`config.mk`:
```
export PLATFORM = sky130hd
export DESIGN_NAME = rom_bank_mapper
export DESIGN_NICKNAME = d
export VERILOG_FILES = /design/src/rtl/rom_map_pkg.sv /design/src/rtl/rom_map_decode.sv /design/src/rtl/rom_map_bank_regs.sv /design/src/rtl/rom_map_rom_addr.sv /design/src/rtl/rom_bank_mapper.sv
export SDC_FILE = /design/constraint.sdc
export NUM_CORES = 1
export LEC_CHECK = 0
export BUFFER_PORTS_ARGS = -buffer_cell sky130_fd_sc_hd__buf_4
export CAP_MARGIN = 20
export CORE_MARGIN = 4
export CORE_UTILIZATION = 36
export DETAILED_ROUTE_END_ITERATION = 6
export MAX_ROUTING_LAYER = met4
export PLACE_DENSITY = 0.8
export SYNTH_ARGS = -nofsm -noshare
export SYNTH_HDL_FRONTEND = slang
export SYNTH_SLANG_ARGS = --single-unit
```
`constraint.sdc`:
```
create_clock -name clk_i -period 1.2 [get_ports clk_i]
set_clock_uncertainty 0.1 [all_clocks]
set_input_delay 0 -clock clk_i [delete_from_list [all_inputs] [get_ports clk_i]]
set_output_delay 0 -clock clk_i [all_outputs]
set_load 0.005 [all_outputs]
```
`src/rtl/rom_map_pkg.sv`:
```
package rom_map_pkg;
  localparam int CPU_AW  = 16;
  localparam int PAGE_AW = 14;
  localparam int RAM_AW  = 13;
  localparam int BANK_W  = 8;
  localparam int NUM_WIN = 2;

  typedef logic [BANK_W-1:0] bank_t;

  // window w powers up showing page w+1
  function automatic bank_t win_reset(input int w);
    return bank_t'(w + 1);
  endfunction
endpackage

```
`src/rtl/rom_map_decode.sv`:
```
module rom_map_decode
  import rom_map_pkg::*;
(
  input  logic [CPU_AW-1:0]  addr_i,
  input  logic               we_i,
  output logic               rom_sel_o,
  output logic               ram_en_o,
  output logic               ram_we_o,
  output logic [NUM_WIN-1:0] bank_we_o
);
  logic reg_hit;

  always_comb begin
    ram_en_o  = (addr_i[CPU_AW-1 -: 2] == 2'b11);
    rom_sel_o = ~ram_en_o;
    ram_we_o  = we_i & ram_en_o;
    reg_hit   = we_i & (&addr_i[CPU_AW-1:3]);
  end

  // windows take the last slots of the 8-byte register area
  for (genvar w = 0; w < NUM_WIN; w++) begin : g_win_dec
    localparam logic [2:0] SLOT = 3'(8 - NUM_WIN + w);
    assign bank_we_o[w] = reg_hit & (addr_i[2:0] == SLOT);
  end
endmodule

```
`src/rtl/rom_map_bank_regs.sv`:
```
module rom_map_bank_regs
  import rom_map_pkg::*;
(
  input  logic                           clk_i,
  input  logic                           rst_ni,
  input  logic [NUM_WIN-1:0]             bank_we_i,
  input  bank_t                          wdata_i,
  output logic [NUM_WIN-1:0][BANK_W-1:0] bank_o
);
  for (genvar w = 0; w < NUM_WIN; w++) begin : g_bank
    bank_t q;
    always_ff @(posedge clk_i or negedge rst_ni) begin
      if (!rst_ni)           q <= win_reset(w);
      else if (bank_we_i[w]) q <= wdata_i;
    end
    assign bank_o[w] = q;
  end
endmodule

```
`src/rtl/rom_map_rom_addr.sv`:
```
module rom_map_rom_addr
  import rom_map_pkg::*;
#(
  parameter int ROM_LOG2 = 18
) (
  input  logic [CPU_AW-1:0]              addr_i,
  input  logic [NUM_WIN-1:0][BANK_W-1:0] bank_i,
  output logic [ROM_LOG2-1:0]            rom_addr_o
);
  localparam bank_t BANK_MASK = bank_t'(((64'd1 << ROM_LOG2) - 64'd1) >> PAGE_AW);

  bank_t page;

  always_comb begin
    unique case (addr_i[CPU_AW-1 -: 2])
      2'b01:   page = bank_i[0];
      2'b10:   page = bank_i[1];
      default: page = '0;  // fixed page 0; RAM area is don't-care
    endcase
    rom_addr_o = ROM_LOG2'({page & BANK_MASK, addr_i[PAGE_AW-1:0]});
  end
endmodule

```
`src/rtl/rom_bank_mapper.sv`:
```
module rom_bank_mapper
  import rom_map_pkg::*;
#(
  parameter int ROM_LOG2 = 18  // 15..22
) (
  input  logic                clk_i,
  input  logic                rst_ni,
  input  logic [15:0]         addr_i,
  input  logic                we_i,
  input  logic [7:0]          wdata_i,
  output logic                rom_sel_o,
  output logic [ROM_LOG2-1:0] rom_addr_o,
  output logic                ram_en_o,
  output logic                ram_we_o,
  output logic [12:0]         ram_addr_o
);
  logic [NUM_WIN-1:0]             bank_we;
  logic [NUM_WIN-1:0][BANK_W-1:0] bank_q;

  rom_map_decode u_decode (
    .addr_i    (addr_i),
    .we_i      (we_i),
    .rom_sel_o (rom_sel_o),
    .ram_en_o  (ram_en_o),
    .ram_we_o  (ram_we_o),
    .bank_we_o (bank_we)
  );

  rom_map_bank_regs u_banks (
    .clk_i     (clk_i),
    .rst_ni    (rst_ni),
    .bank_we_i (bank_we),
    .wdata_i   (wdata_i),
    .bank_o    (bank_q)
  );

  rom_map_rom_addr #(.ROM_LOG2(ROM_LOG2)) u_rom_addr (
    .addr_i     (addr_i),
    .bank_i     (bank_q),
    .rom_addr_o (rom_addr_o)
  );

  assign ram_addr_o = addr_i[RAM_AW-1:0];
endmodule

```
==> results of run 1 <==
[worst max-delay path: stages, from the launching register on]
cell and delay (ps):
dfstp_2 520, a22oi_1 70, nor2_1 90, buf_4 110
[cells in the mapped netlist]
master	number	area share (%)
a22oi_1	4	4.7
and2_1	1	0.97
and2b_2	1	1.4
buf_4	27	31
dfrtp_1	6	23
dfstp_2	2	8.1
ha_1	3	5.8
inv_1	3	1.7
mux2_2	8	14
nand2_1	1	0.58
nand4_1	4	3.9
nor2_1	4	2.3
nor4_2	1	1.9
[power by group through the flow]
| stage | Clock, mW | Combinational, mW | Sequential [mW] |
|---|---|---|---|
| floorplan | 0 | 0.0912 | 0.275 |
| global placement | 0 | 0.204 | 0.275 |
| detailed placement | 0 | 0.208 | 0.275 |
| CTS | 0.229 | 0.223 | 0.270 |
| global route | 0.240 | 0.242 | 0.270 |
| finish | 0.219 | 0.221 | 0.270 |
[per-layer routing]
metal,GRT usage [%],share of wire [%],up-vias
met4,4.04,0,0
met2,23.3,48,39
met3,4.75,17,0
met1,14.2,34,257
met5,-,0,-
li1,-,-,287
[per-stage QoR]
stage / cells / setup TNS (ps)
3_5_place_dp: 128 / -613
2_1_floorplan: 65 / 0
3_3_place_gp: 128 / -567
4_1_cts: 138 / 0
5_1_grt: 138 / 0
6_report: 138 / 0
[cells by family after synthesis]
| kind of cell | Yosys count | share of synthesized area, % |
|---|---|---|
| muxes | 8 | 14.0 |
| AOI/OAI and AO/OA | 4 | 4.65 |
| DFF | 8 | 31.4 |
| and+or+nand+nor | 12 | 11.0 |
| buffers and inverters | 30 | 33.1 |
| adders and majority gates | 3 | 5.81 |
[final timing paths]
path,startpoint,to,slack [ps],cells after the start
worst max-delay path,u_banks.g_bank[1].q[1],rom_addr_o[15],50,3
worst max register to register,u_banks.g_bank[1].q[0],u_banks.g_bank[1].q[0],340,1
min in group asynchronous,rst_ni,u_banks.g_bank[1].q[1],130,2
worst min-delay path,addr_i[8],ram_addr_o[8],90,2
max in group asynchronous,rst_ni,u_banks.g_bank[0].q[1],160,3
worst min register to register,u_banks.g_bank[1].q[2],u_banks.g_bank[1].q[2],410,1
[layout make-up]
class	count	area, um^2	share of cell area (%)
Clock buffer	4	26.3	2.49
Inverter	3	11.3	1.07
Multi-Input combinational cell	27	234	22.2
Sequential cell	8	203	19.2
Timing Repair Buffer	71	548	52.0
Tap cell	25	31.3	2.97
[layout by cell type, fill, tap and decap left out]
master,n
dlygate4sd3_1,6
and2b_2,1
and2_1,1
nand2_1,1
clkbuf_1,1
a22oi_1,3
dfrtp_1,6
nor2_1,4
inv_1,3
mux2_2,8
ha_1,3
nand4_1,4
nor4_2,1
dfstp_2,2
clkbuf_4,3
a22oi_2,1
buf_4,65
[what timing repair did]
item                                   CTS  global route
setup buffers                            0             0
setup endpoints to repair                0             1
hold buffers                             6             0
resized for setup                        0             1
endpoints found under the hold margin   16             0
==> results_tabular.tex, run 1 <==
\begin{tabular}{lr}
\hline
Metric & Value \\
\hline
\multicolumn{2}{l}{\textbf{Die}} \\
\quad Area inside the core boundary & 0.00171 mm\^{}2 \\
\quad Horizontal extent of the die & 50.4 um \\
\quad Effective utilization at floorplan & 37.8\% \\
\quad Chip Height & 50.4 um \\
\quad Overall die area & 0.00254 mm\^{}2 \\
\quad Cell row count & 15 \\
\quad \# IOs & 61 \\
\multicolumn{2}{l}{\textbf{Placed design}} \\
\quad Cell Area, Placed & 962 um\^{}2 \\
\quad Worst setup slack after placement & -134 ps \\
\quad Final HPWL DP & 1360 um \\
\quad Port-buffer cells & 56 \\
\quad Routability cong. & 0.813 \\
\multicolumn{2}{l}{\textbf{Final layout}} \\
\quad Antenna diode count & 0 \\
\quad Finished layout cell area & 0.00105 mm\^{}2 \\
\quad Count of nets after finishing & 144 \\
\quad Layout cells sized above 1 & 71.7\% \\
\quad Layout overhead on the synthesized area & 63.2\% \\
\quad Largest regs & u\_banks.g\_bank.q x8 \\
\quad Final design utilization & 61.7\% \\
\quad Register with the highest flop count & u\_banks.g\_bank.q \\
\quad Max reg flops & 8 \\
\quad Number of fill cells & 145 \\
\multicolumn{2}{l}{\textbf{Power}} \\
\quad Total Power & 0.710 mW \\
\quad P per Cell Area & 674 mW/mm\^{}2 \\
\quad Leakage Power & 0.564 nW \\
\quad Cell internal pwr & 0.543 mW \\
\quad Logic pwr share & 31.1\% \\
\quad Worst voltage drop across the vdd grid & 0.614 mV \\
\quad Share of power burned in registers & 38.1\% \\
\quad Net Sw Power & 0.168 mW \\
\quad Sw Share & 23.6\% \\
\quad Clock power share & 30.8\% \\
\multicolumn{2}{l}{\textbf{Yosys}} \\
\quad Sequential-to-total area share from yosys stat & 31.4\% \\
\quad Distinct cell type count of the synthesized netlist & 13 \\
\quad Syn Nets & 95 \\
\quad Cell count after synthesis & 65 \\
\quad Number of synthesized register bits & 8 \\
\quad Post-synthesis average cell area & 9.93 um\^{}2 \\
\quad Yosys warnings & 0 \\
\quad Netlist Area Pre-Place & 646 um\^{}2 \\
\multicolumn{2}{l}{\textbf{Drt}} \\
\quad Routed length per instance & 11.7 um \\
\quad Total number of vias & 583 \\
\quad First-iteration detailed-routing DRC count & 1 \\
\quad First-pass iteration count of the detailed router & 2 \\
\quad DRC & 0 \\
\quad Post-detailed-route count of antenna-violating nets & 0 \\
\quad Total length of routed wires & 1620 um \\
\quad Post-DR vias/cell & 4.22 \\
\multicolumn{2}{l}{\textbf{Clocking}} \\
\quad Root buffer selected by CTS & clkbuf\_4 \\
\quad Number of H-tree levels & 1 \\
\quad Number of buffers on the longest clock path & 2 \\
\quad Clock net sink count & 8 \\
\quad CTS tree & yes \\
\quad CTS buffer count & 3 \\
\quad Clk pin slew, worst setup/hold paths & 50 ps \\
\quad Insertion delay to the later sink of the worst-skew pair & 250 ps \\
\multicolumn{2}{l}{\textbf{Run status}} \\
\quad Status & completed \\
\multicolumn{2}{l}{\textbf{GRT}} \\
\quad Leftover overflow at the end of global routing & 0 \\
\quad Vias in the first global route & 597 \\
\quad Largest net degree at the start of global routing & 7 \\
\quad GR Util All Layers & 13.4\% \\
\quad Wire length of the first global-routing pass & 2620 um \\
\quad Initial antenna violation count & 0 \\
\multicolumn{2}{l}{\textbf{Critical path}} \\
\quad Worst EP required & 1100 ps \\
\quad Arrival time at the worst endpoint & 1050 ps \\
\quad Critical path endpoint category & output pin \\
\quad Critical path startpoint category & flip-flop \\
\quad Setup CP Type & flip-flop to output pin \\
\quad Worst Path Max Fanout & 2 \\
\multicolumn{2}{l}{\textbf{STA}} \\
\quad Actual slew at the worst max-slew pin & 284 ps \\
\quad Hold Fails Final Rpt & 0 \\
\quad Relative slew slack & 81.0\% \\
\quad Worst hold slack across all endpoints & 85.7 ps \\
\quad Final setup violation count & 0 \\
\quad Worst setup slack after layout & 46.4 ps \\
\quad Post-layout minimum cycle time & 1150 ps \\
\quad Highest Clock Rate & 867 MHz \\
\quad Max-slew violation count & 0 \\
\quad RSZ-0062 raised after global routing & false \\
\quad Portion of the clock cycle consumed by the worst path in the final layout & 96.1\% \\
\multicolumn{2}{l}{\textbf{Hold path}} \\
\quad Class of the worst hold path & input pin to output pin \\
\multicolumn{2}{l}{\textbf{Job}} \\
\quad Max-capacitance violation count & 0 \\
\hline
\end{tabular}
Power figures use the tool's default switching activity.
==> run 2, diff against run 1 <==
--- a/config.mk
+++ b/config.mk
@@ -12,6 +12,7 @@
 export DETAILED_ROUTE_END_ITERATION = 6
 export MAX_ROUTING_LAYER = met4
 export PLACE_DENSITY = 0.8
+export SETUP_SLACK_MARGIN = 0.5
 export SYNTH_ARGS = -nofsm -noshare
 export SYNTH_HDL_FRONTEND = slang
 export SYNTH_SLANG_ARGS = --single-unit
==> run 2 against run 1 <==
Effect of this change:
- the run now ends with negative hold slack left
- register-to-register slack worse by 20 ps
- die area stayed put
- total power is 3.1% higher
- final cell count stayed put
- final area is 6.3% higher
- sequential power hardly changed
- critical path type unchanged
- largest power group unchanged
==> results_tabular.tex, run 2 (same netlist as run 1, synthesis figures left out) <==
\begin{tabular}{lr}
\hline
Metric & Value \\
\hline
\multicolumn{2}{l}{\textbf{Run status}} \\
\quad Status & complete, but fails checks \\
\quad Violated checks & negative hold slack \\
\multicolumn{2}{l}{\textbf{Placed design}} \\
\quad Final HPWL DP & 1610 um \\
\quad Port-buffer cells & 56 \\
\quad Routability cong. & 0.855 \\
\quad Cell Area, Placed & 0.00101 mm\^{}2 \\
\quad Worst setup slack after placement & -96.3 ps \\
\quad Placed cells & 133 \\
\multicolumn{2}{l}{\textbf{Final layout}} \\
\quad Sequential standard cell area & 203 um\^{}2 \\
\quad Non-filler cells in the finished layout & 138 \\
\quad Max reg flops & 8 \\
\quad Finished layout cell area & 0.00112 mm\^{}2 \\
\quad Count of nets after finishing & 145 \\
\quad Layout cells sized above 1 & 77.9\% \\
\quad Total area of multi-input combinational cells & 279 um\^{}2 \\
\quad Number of fill cells & 143 \\
\quad Register with the highest flop count & u\_banks.g\_bank.q \\
\quad Final design utilization & 65.6\% \\
\quad Layout overhead on the synthesized area & 73.4\% \\
\quad Most frequent standard cell in the layout excluding fill and tap cells & buf\_4 \\
\quad Commonest non-fill, non-tap cells in the layout & buf\_4 (63), buf\_6 (8), mux2\_4 (7) \\
\quad Largest regs & u\_banks.g\_bank.q x8 \\
\quad Antenna diode count & 0 \\
\multicolumn{2}{l}{\textbf{Critical path}} \\
\quad Arrival time at the worst endpoint & 1090 ps \\
\quad Critical path endpoint category & output pin \\
\quad Setup CP Type & flip-flop to output pin \\
\quad Reg2Reg Capture Point & u\_banks.g\_bank[0].q[1] \\
\quad Worst Path Max Fanout & 2 \\
\quad Reg2reg path depth & 1 \\
\quad Register-to-register setup slack & 320 ps \\
\quad Worst EP required & 1100 ps \\
\quad Start point of the critical path & u\_banks.g\_bank[1].q[1] \\
\quad Critical path startpoint category & flip-flop \\
\quad Startpoint of the most critical register-to-register path & u\_banks.g\_bank[0].q[1] \\
\multicolumn{2}{l}{\textbf{Power}} \\
\quad Leakage Power & 0.609 nW \\
\quad P per Cell Area & 654 mW/mm\^{}2 \\
\quad Worst voltage drop across the vdd grid & 0.414 mV \\
\multicolumn{2}{l}{\textbf{STA}} \\
\quad Portion of the clock cycle consumed by the worst path in the final layout & 99.0\% \\
\quad Final setup violation count & 0 \\
\quad Worst hold slack across all endpoints & -119 ps \\
\quad Relative slew slack & 83.3\% \\
\quad Worst setup slack after layout & 11.5 ps \\
\quad Post-layout minimum cycle time & 1190 ps \\
\quad Max-slew violation count & 0 \\
\quad Actual slew at the worst max-slew pin & 248 ps \\
\quad Hold Fails Final Rpt & 14 \\
\quad Highest Clock Rate & 841 MHz \\
\quad RSZ-0062 raised after global routing & true \\
\multicolumn{2}{l}{\textbf{GRT}} \\
\quad Wire length of the first global-routing pass & 2770 um \\
\quad Initial antenna violation count & 0 \\
\quad Leftover overflow at the end of global routing & 0 \\
\quad Vias in the first global route & 616 \\
\quad GR Util All Layers & 14.8\% \\
\quad Largest net degree at the start of global routing & 9 \\
\multicolumn{2}{l}{\textbf{Drt}} \\
\quad Routed length on met3 & 96 um \\
\quad Total length of routed wires & 2110 um \\
\quad Routed length per instance & 15.3 um \\
\quad First-iteration detailed-routing DRC count & 9 \\
\quad First-pass iteration count of the detailed router & 2 \\
\quad Post-detailed-route count of antenna-violating nets & 0 \\
\quad Length of routed met2 wiring & 1250 um \\
\quad Met1 wire length & 706 um \\
\quad Total number of vias & 631 \\
\quad Post-DR vias/cell & 4.57 \\
\quad DRC & 0 \\
\quad Highest routed layer & met4 \\
\multicolumn{2}{l}{\textbf{Clocking}} \\
\quad CTS tree & yes \\
\quad Insertion delay to the later sink of the worst-skew pair & 260 ps \\
\quad Clock net sink count & 8 \\
\quad Clk pin slew, worst setup/hold paths & 60 ps \\
\quad Number of H-tree levels & 1 \\
\quad Hold\_buf cts & 1 \\
\quad CTS buffer count & 3 \\
\quad Root buffer selected by CTS & clkbuf\_4 \\
\quad Number of buffers on the longest clock path & 2 \\
\multicolumn{2}{l}{\textbf{Die}} \\
\quad Horizontal extent of the die & 50.4 um \\
\quad Overall die area & 0.00254 mm\^{}2 \\
\quad Area inside the core boundary & 0.00171 mm\^{}2 \\
\quad Chip Height & 50.4 um \\
\quad Effective utilization at floorplan & 37.8\% \\
\quad Cell row count & 15 \\
\quad \# IOs & 61 \\
\multicolumn{2}{l}{\textbf{Hold path}} \\
\quad Hold Startpoint & wdata\_i[3] \\
\quad Class of the worst hold path & input pin to flip-flop \\
\quad Min-Delay Endpoint & u\_banks.g\_bank[0].q[3] \\
\quad Hold depth & 2 \\
\multicolumn{2}{l}{\textbf{Job}} \\
\quad Max-capacitance violation count & 0 \\
\hline
\end{tabular}
-- run 2: cell count changes in the layout (fill, tap and decap cells not counted), moves of 2 or more --
cell / before / now
buf_4: 65 / 63
dlygate4sd3_1: 6 / 1
buf_6: 0 / 8
mux2_4: 0 / 7
mux2_2: 8 / 1
-- run 2: timing repair --
item                                    in CTS  in global routing
buffers inserted                             1                  0
gates resized for setup                      7                  9
pin swaps                                    4                  2
endpoints found under the setup margin      15                 15
hold endpoints to repair                    16                  8
-- run 2: worst max-delay path: stages, from the launching register on --
cell and delay, ps:
dfstp_2 530, a22oi_1 80, nor2_1 110, buf_4 120
-- run 2: area by class of cell --
type                       count  share of cell area [%]
sequential                     8                    18.1
multi-input combinational     27                    24.9
tap                           25                    2.79
inverter                       3                    1.01
timing repair buffer          72                    51.2
clock buffer                   3                    2.01
-- run 2: worst max path at each step --
stage | end | slack [ps] | cells past startpoint
2_1_floorplan | u_banks.g_bank[0].q[1] | 70 | 4
6_report | rom_addr_o[15] | 10 | 3
3_5_place_dp | u_banks.g_bank[0].q[2] | -100 | 5
3_3_place_gp | u_banks.g_bank[0].q[2] | -50 | 5
5_1_grt | rom_addr_o[15] | -20 | 3
4_1_cts | rom_addr_o[15] | 8 | 3
-- run 2: report_power, final --
group | total, mW | switching, mW | leakage (nW) | internal (mW)
Sequential | 0.270 | 0.0000613 | 0.104 | 0.270
Clock | 0.217 | 0.102 | 0.0138 | 0.115
Combinational | 0.245 | 0.0875 | 0.490 | 0.157
-- run 2: metal layers --
metal	vias up	track usage, %
li1	290	-
met1	307	16.6
met2	29	26.5
met3	5	1.19
met4	0	6.73
met5	-	-
-- run 2: stage by stage --
step	power [mW]	setup TNS (ps)	hold slack (ps)
after detailed placement	0.499	-445	-278
after global placement	0.491	-217	-281
after global routing	0.758	-25.1	-114
final	0.732	0	-119
after CTS	0.721	0	-121
after floorplan	0.366	0	-396
==> run 3, diff against run 2 <==
--- a/config.mk
+++ b/config.mk
@@ -8,11 +8,11 @@
 export BUFFER_PORTS_ARGS = -buffer_cell sky130_fd_sc_hd__buf_4
 export CAP_MARGIN = 20
 export CORE_MARGIN = 4
-export CORE_UTILIZATION = 36
+export CORE_UTILIZATION = 38
 export DETAILED_ROUTE_END_ITERATION = 6
 export MAX_ROUTING_LAYER = met4
-export PLACE_DENSITY = 0.8
-export SETUP_SLACK_MARGIN = 0.5
+export PLACE_DENSITY = 0.84
+export SETUP_SLACK_MARGIN = 0.3
 export SYNTH_ARGS = -nofsm -noshare
 export SYNTH_HDL_FRONTEND = slang
 export SYNTH_SLANG_ARGS = --single-unit
==> constraint.sdc (replaced) <==
create_clock -name clk_i -period 1.5 [get_ports clk_i]
set_clock_uncertainty 0.1 [all_clocks]
set_input_delay 0 -clock clk_i [delete_from_list [all_inputs] [get_ports clk_i]]
set_output_delay 0 -clock clk_i [all_outputs]
set_load 0.005 [all_outputs]
==> run 3 against run 2 <==
Effect of this change:
- the run now ends clean
- total power fell by 25%
- clock power shrank 20%
- global-route usage shrank 0.89 points
- register-to-register slack better by 330 ps
- critical endpoint unchanged
==> results_tabular.tex, run 3 (same netlist as run 1, synthesis figures left out) <==
\begin{tabular}{lr}
\hline
Metric & Value \\
\hline
\multicolumn{2}{l}{\textbf{Final layout}} \\
\quad Count of nets after finishing & 135 \\
\quad Largest regs & u\_banks.g\_bank.q x8 \\
\quad Commonest non-fill, non-tap cells in the layout & buf\_4 (56), mux2\_2 (8), dlygate4sd3\_1 (6), dfrtp\_1 (6) \\
\quad Layout cells sized above 1 & 69.2\% \\
\quad Max reg flops & 8 \\
\quad Most frequent standard cell in the layout excluding fill and tap cells & buf\_4 \\
\quad Register with the highest flop count & u\_banks.g\_bank.q \\
\quad Antenna diode count & 0 \\
\quad Layout overhead on the synthesized area & 51.0\% \\
\multicolumn{2}{l}{\textbf{GRT}} \\
\quad Initial antenna violation count & 0 \\
\quad Leftover overflow at the end of global routing & 0 \\
\quad Vias in the first global route & 556 \\
\quad Wire length of the first global-routing pass & 2530 um \\
\quad Largest net degree at the start of global routing & 7 \\
\quad GR Util All Layers & 13.9\% \\
\multicolumn{2}{l}{\textbf{STA}} \\
\quad Post-layout minimum cycle time & 1190 ps \\
\quad Max-slew violation count & 0 \\
\quad Relative slew slack & 81.2\% \\
\quad RSZ-0062 raised after global routing & true \\
\quad Highest Clock Rate & 844 MHz \\
\quad Portion of the clock cycle consumed by the worst path in the final layout & 79.0\% \\
\quad Hold Fails Final Rpt & 0 \\
\quad Final setup violation count & 0 \\
\quad Setup\_tns & 0 ps \\
\quad Actual slew at the worst max-slew pin & 280 ps \\
\multicolumn{2}{l}{\textbf{Power}} \\
\quad P per Cell Area & 565 mW/mm\^{}2 \\
\quad Leakage Power & 0.520 nW \\
\quad Total Power & 0.551 mW \\
\quad Worst voltage drop across the vdd grid & 0.471 mV \\
\multicolumn{2}{l}{\textbf{Critical path}} \\
\quad Arrival time at the worst endpoint & 1090 ps \\
\quad Worst EP required & 1400 ps \\
\quad Slowest stage cell on the critical path & dfstp\_2 \\
\quad Cell Chain, Critical Path & a22oi\_2 -> nor2\_1 -> buf\_4 \\
\quad Maximum cell stage delay along the critical path & 530 ps \\
\quad Startpoint of the most critical register-to-register path & u\_banks.g\_bank[0].q[1] \\
\quad Start point of the critical path & u\_banks.g\_bank[1].q[1] \\
\quad Worst Path Max Fanout & 2 \\
\quad Critical path startpoint category & flip-flop \\
\quad Setup CP Type & flip-flop to output pin \\
\quad Critical path endpoint category & output pin \\
\multicolumn{2}{l}{\textbf{Clocking}} \\
\quad CTS tree & yes \\
\quad Clk pin slew, worst setup/hold paths & 50 ps \\
\quad Insertion delay to the later sink of the worst-skew pair & 250 ps \\
\quad Root buffer selected by CTS & clkbuf\_4 \\
\quad Number of H-tree levels & 1 \\
\quad CTS buffer count & 3 \\
\quad Clock net sink count & 8 \\
\quad Number of buffers on the longest clock path & 2 \\
\multicolumn{2}{l}{\textbf{Drt}} \\
\quad Total number of vias & 573 \\
\quad Post-DR vias/cell & 4.78 \\
\quad Total length of routed wires & 1620 um \\
\quad Post-detailed-route count of antenna-violating nets & 0 \\
\quad First-iteration detailed-routing DRC count & 8 \\
\quad Routed length per instance & 13.5 um \\
\quad DRC & 0 \\
\quad First-pass iteration count of the detailed router & 2 \\
\multicolumn{2}{l}{\textbf{Placed design}} \\
\quad Final HPWL DP & 1380 um \\
\quad Routability cong. & 0.753 \\
\quad Port-buffer cells & 56 \\
\multicolumn{2}{l}{\textbf{Die}} \\
\quad Cell row count & 14 \\
\quad Area inside the core boundary & 0.00156 mm\^{}2 \\
\quad Overall die area & 0.00242 mm\^{}2 \\
\quad Chip Height & 49.2 um \\
\quad Effective utilization at floorplan & 41.4\% \\
\quad \# IOs & 61 \\
\quad Horizontal extent of the die & 49.2 um \\
\multicolumn{2}{l}{\textbf{Run status}} \\
\quad Status & completed \\
\multicolumn{2}{l}{\textbf{Job}} \\
\quad Max-capacitance violation count & 0 \\
\multicolumn{2}{l}{\textbf{Hold path}} \\
\quad Hold Startpoint & addr\_i[13] \\
\quad Class of the worst hold path & input pin to output pin \\
\hline
\end{tabular}
## run 3: changes by cell type in the layout (fill, tap and decap cells not counted), sizes merged
| cell | change |
|---|---|
| buf | -15 |
| clkbuf | +1 |
| dlygate4sd3 | +5 |
## run 3: timing repair
action / in CTS / in global routing
endpoints found under the hold margin: 16 / 0
setup endpoints to repair: 0 / 1
gates resized for setup: 0 / 1
setup buffers: 0 / 0
hold buffers: 6 / 0
## run 3: final timing paths
kind / cells past startpoint / slack (ps) / end
worst max register to register: 1 / 650 / u_banks.g_bank[0].q[1]
worst min register to register: 1 / 410 / u_banks.g_bank[1].q[0]
max in group asynchronous: 3 / 460 / u_banks.g_bank[1].q[0]
worst min-delay path: 2 / 80 / rom_addr_o[13]
worst max-delay path: 3 / 310 / rom_addr_o[15]
min in group asynchronous: 2 / 140 / u_banks.g_bank[1].q[1]
## run 3: layout make-up
class | count | area (um^2)
Clock buffer | 4 | 26.3
Fill cell | 144 | 584
Inverter | 3 | 11.3
Multi-Input combinational cell | 27 | 234
Sequential cell | 8 | 203
Tap cell | 16 | 20.0
Timing Repair Buffer | 62 | 480
## run 3: power by group
group	total (mW)	internal, mW	switching (mW)	leakage [nW]
logic	0.160	0.102	0.0585	0.401
clock network	0.174	0.102	0.0726	0.0150
registers	0.216	0.216	0.0000383	0.104
total	0.551	0.420	0.131	0.520
## run 3: metrics by stage
stage          cell area [um^2]  utilization, %  cells  setup slack [ps]  hold WS, ps
6_report                    975            62.5    120               315         82.3
5_1_grt                     975            62.5    120               252         88.5
4_1_cts                     970            62.2    120               306         83.1
3_5_place_dp                883            56.7    110               147         -279
3_3_place_gp                883            56.7    110               179         -282
2_1_floorplan               646               -     65               361         -396
## run 3: critical path, delay by kind of cell (launching register included)
family	cells	cell delay (ps)
simple gates	1	120
buf+inv	1	120
compound gates	1	60
flops	1	530
## run 3: metal layers
metal,routed length [um],up-vias,track usage (%)
li1,-,275,-
met1,563,258,13.5
met2,807,40,24.1
met3,248,0,5.81
met4,0,0,5.69
met5,0,-,-
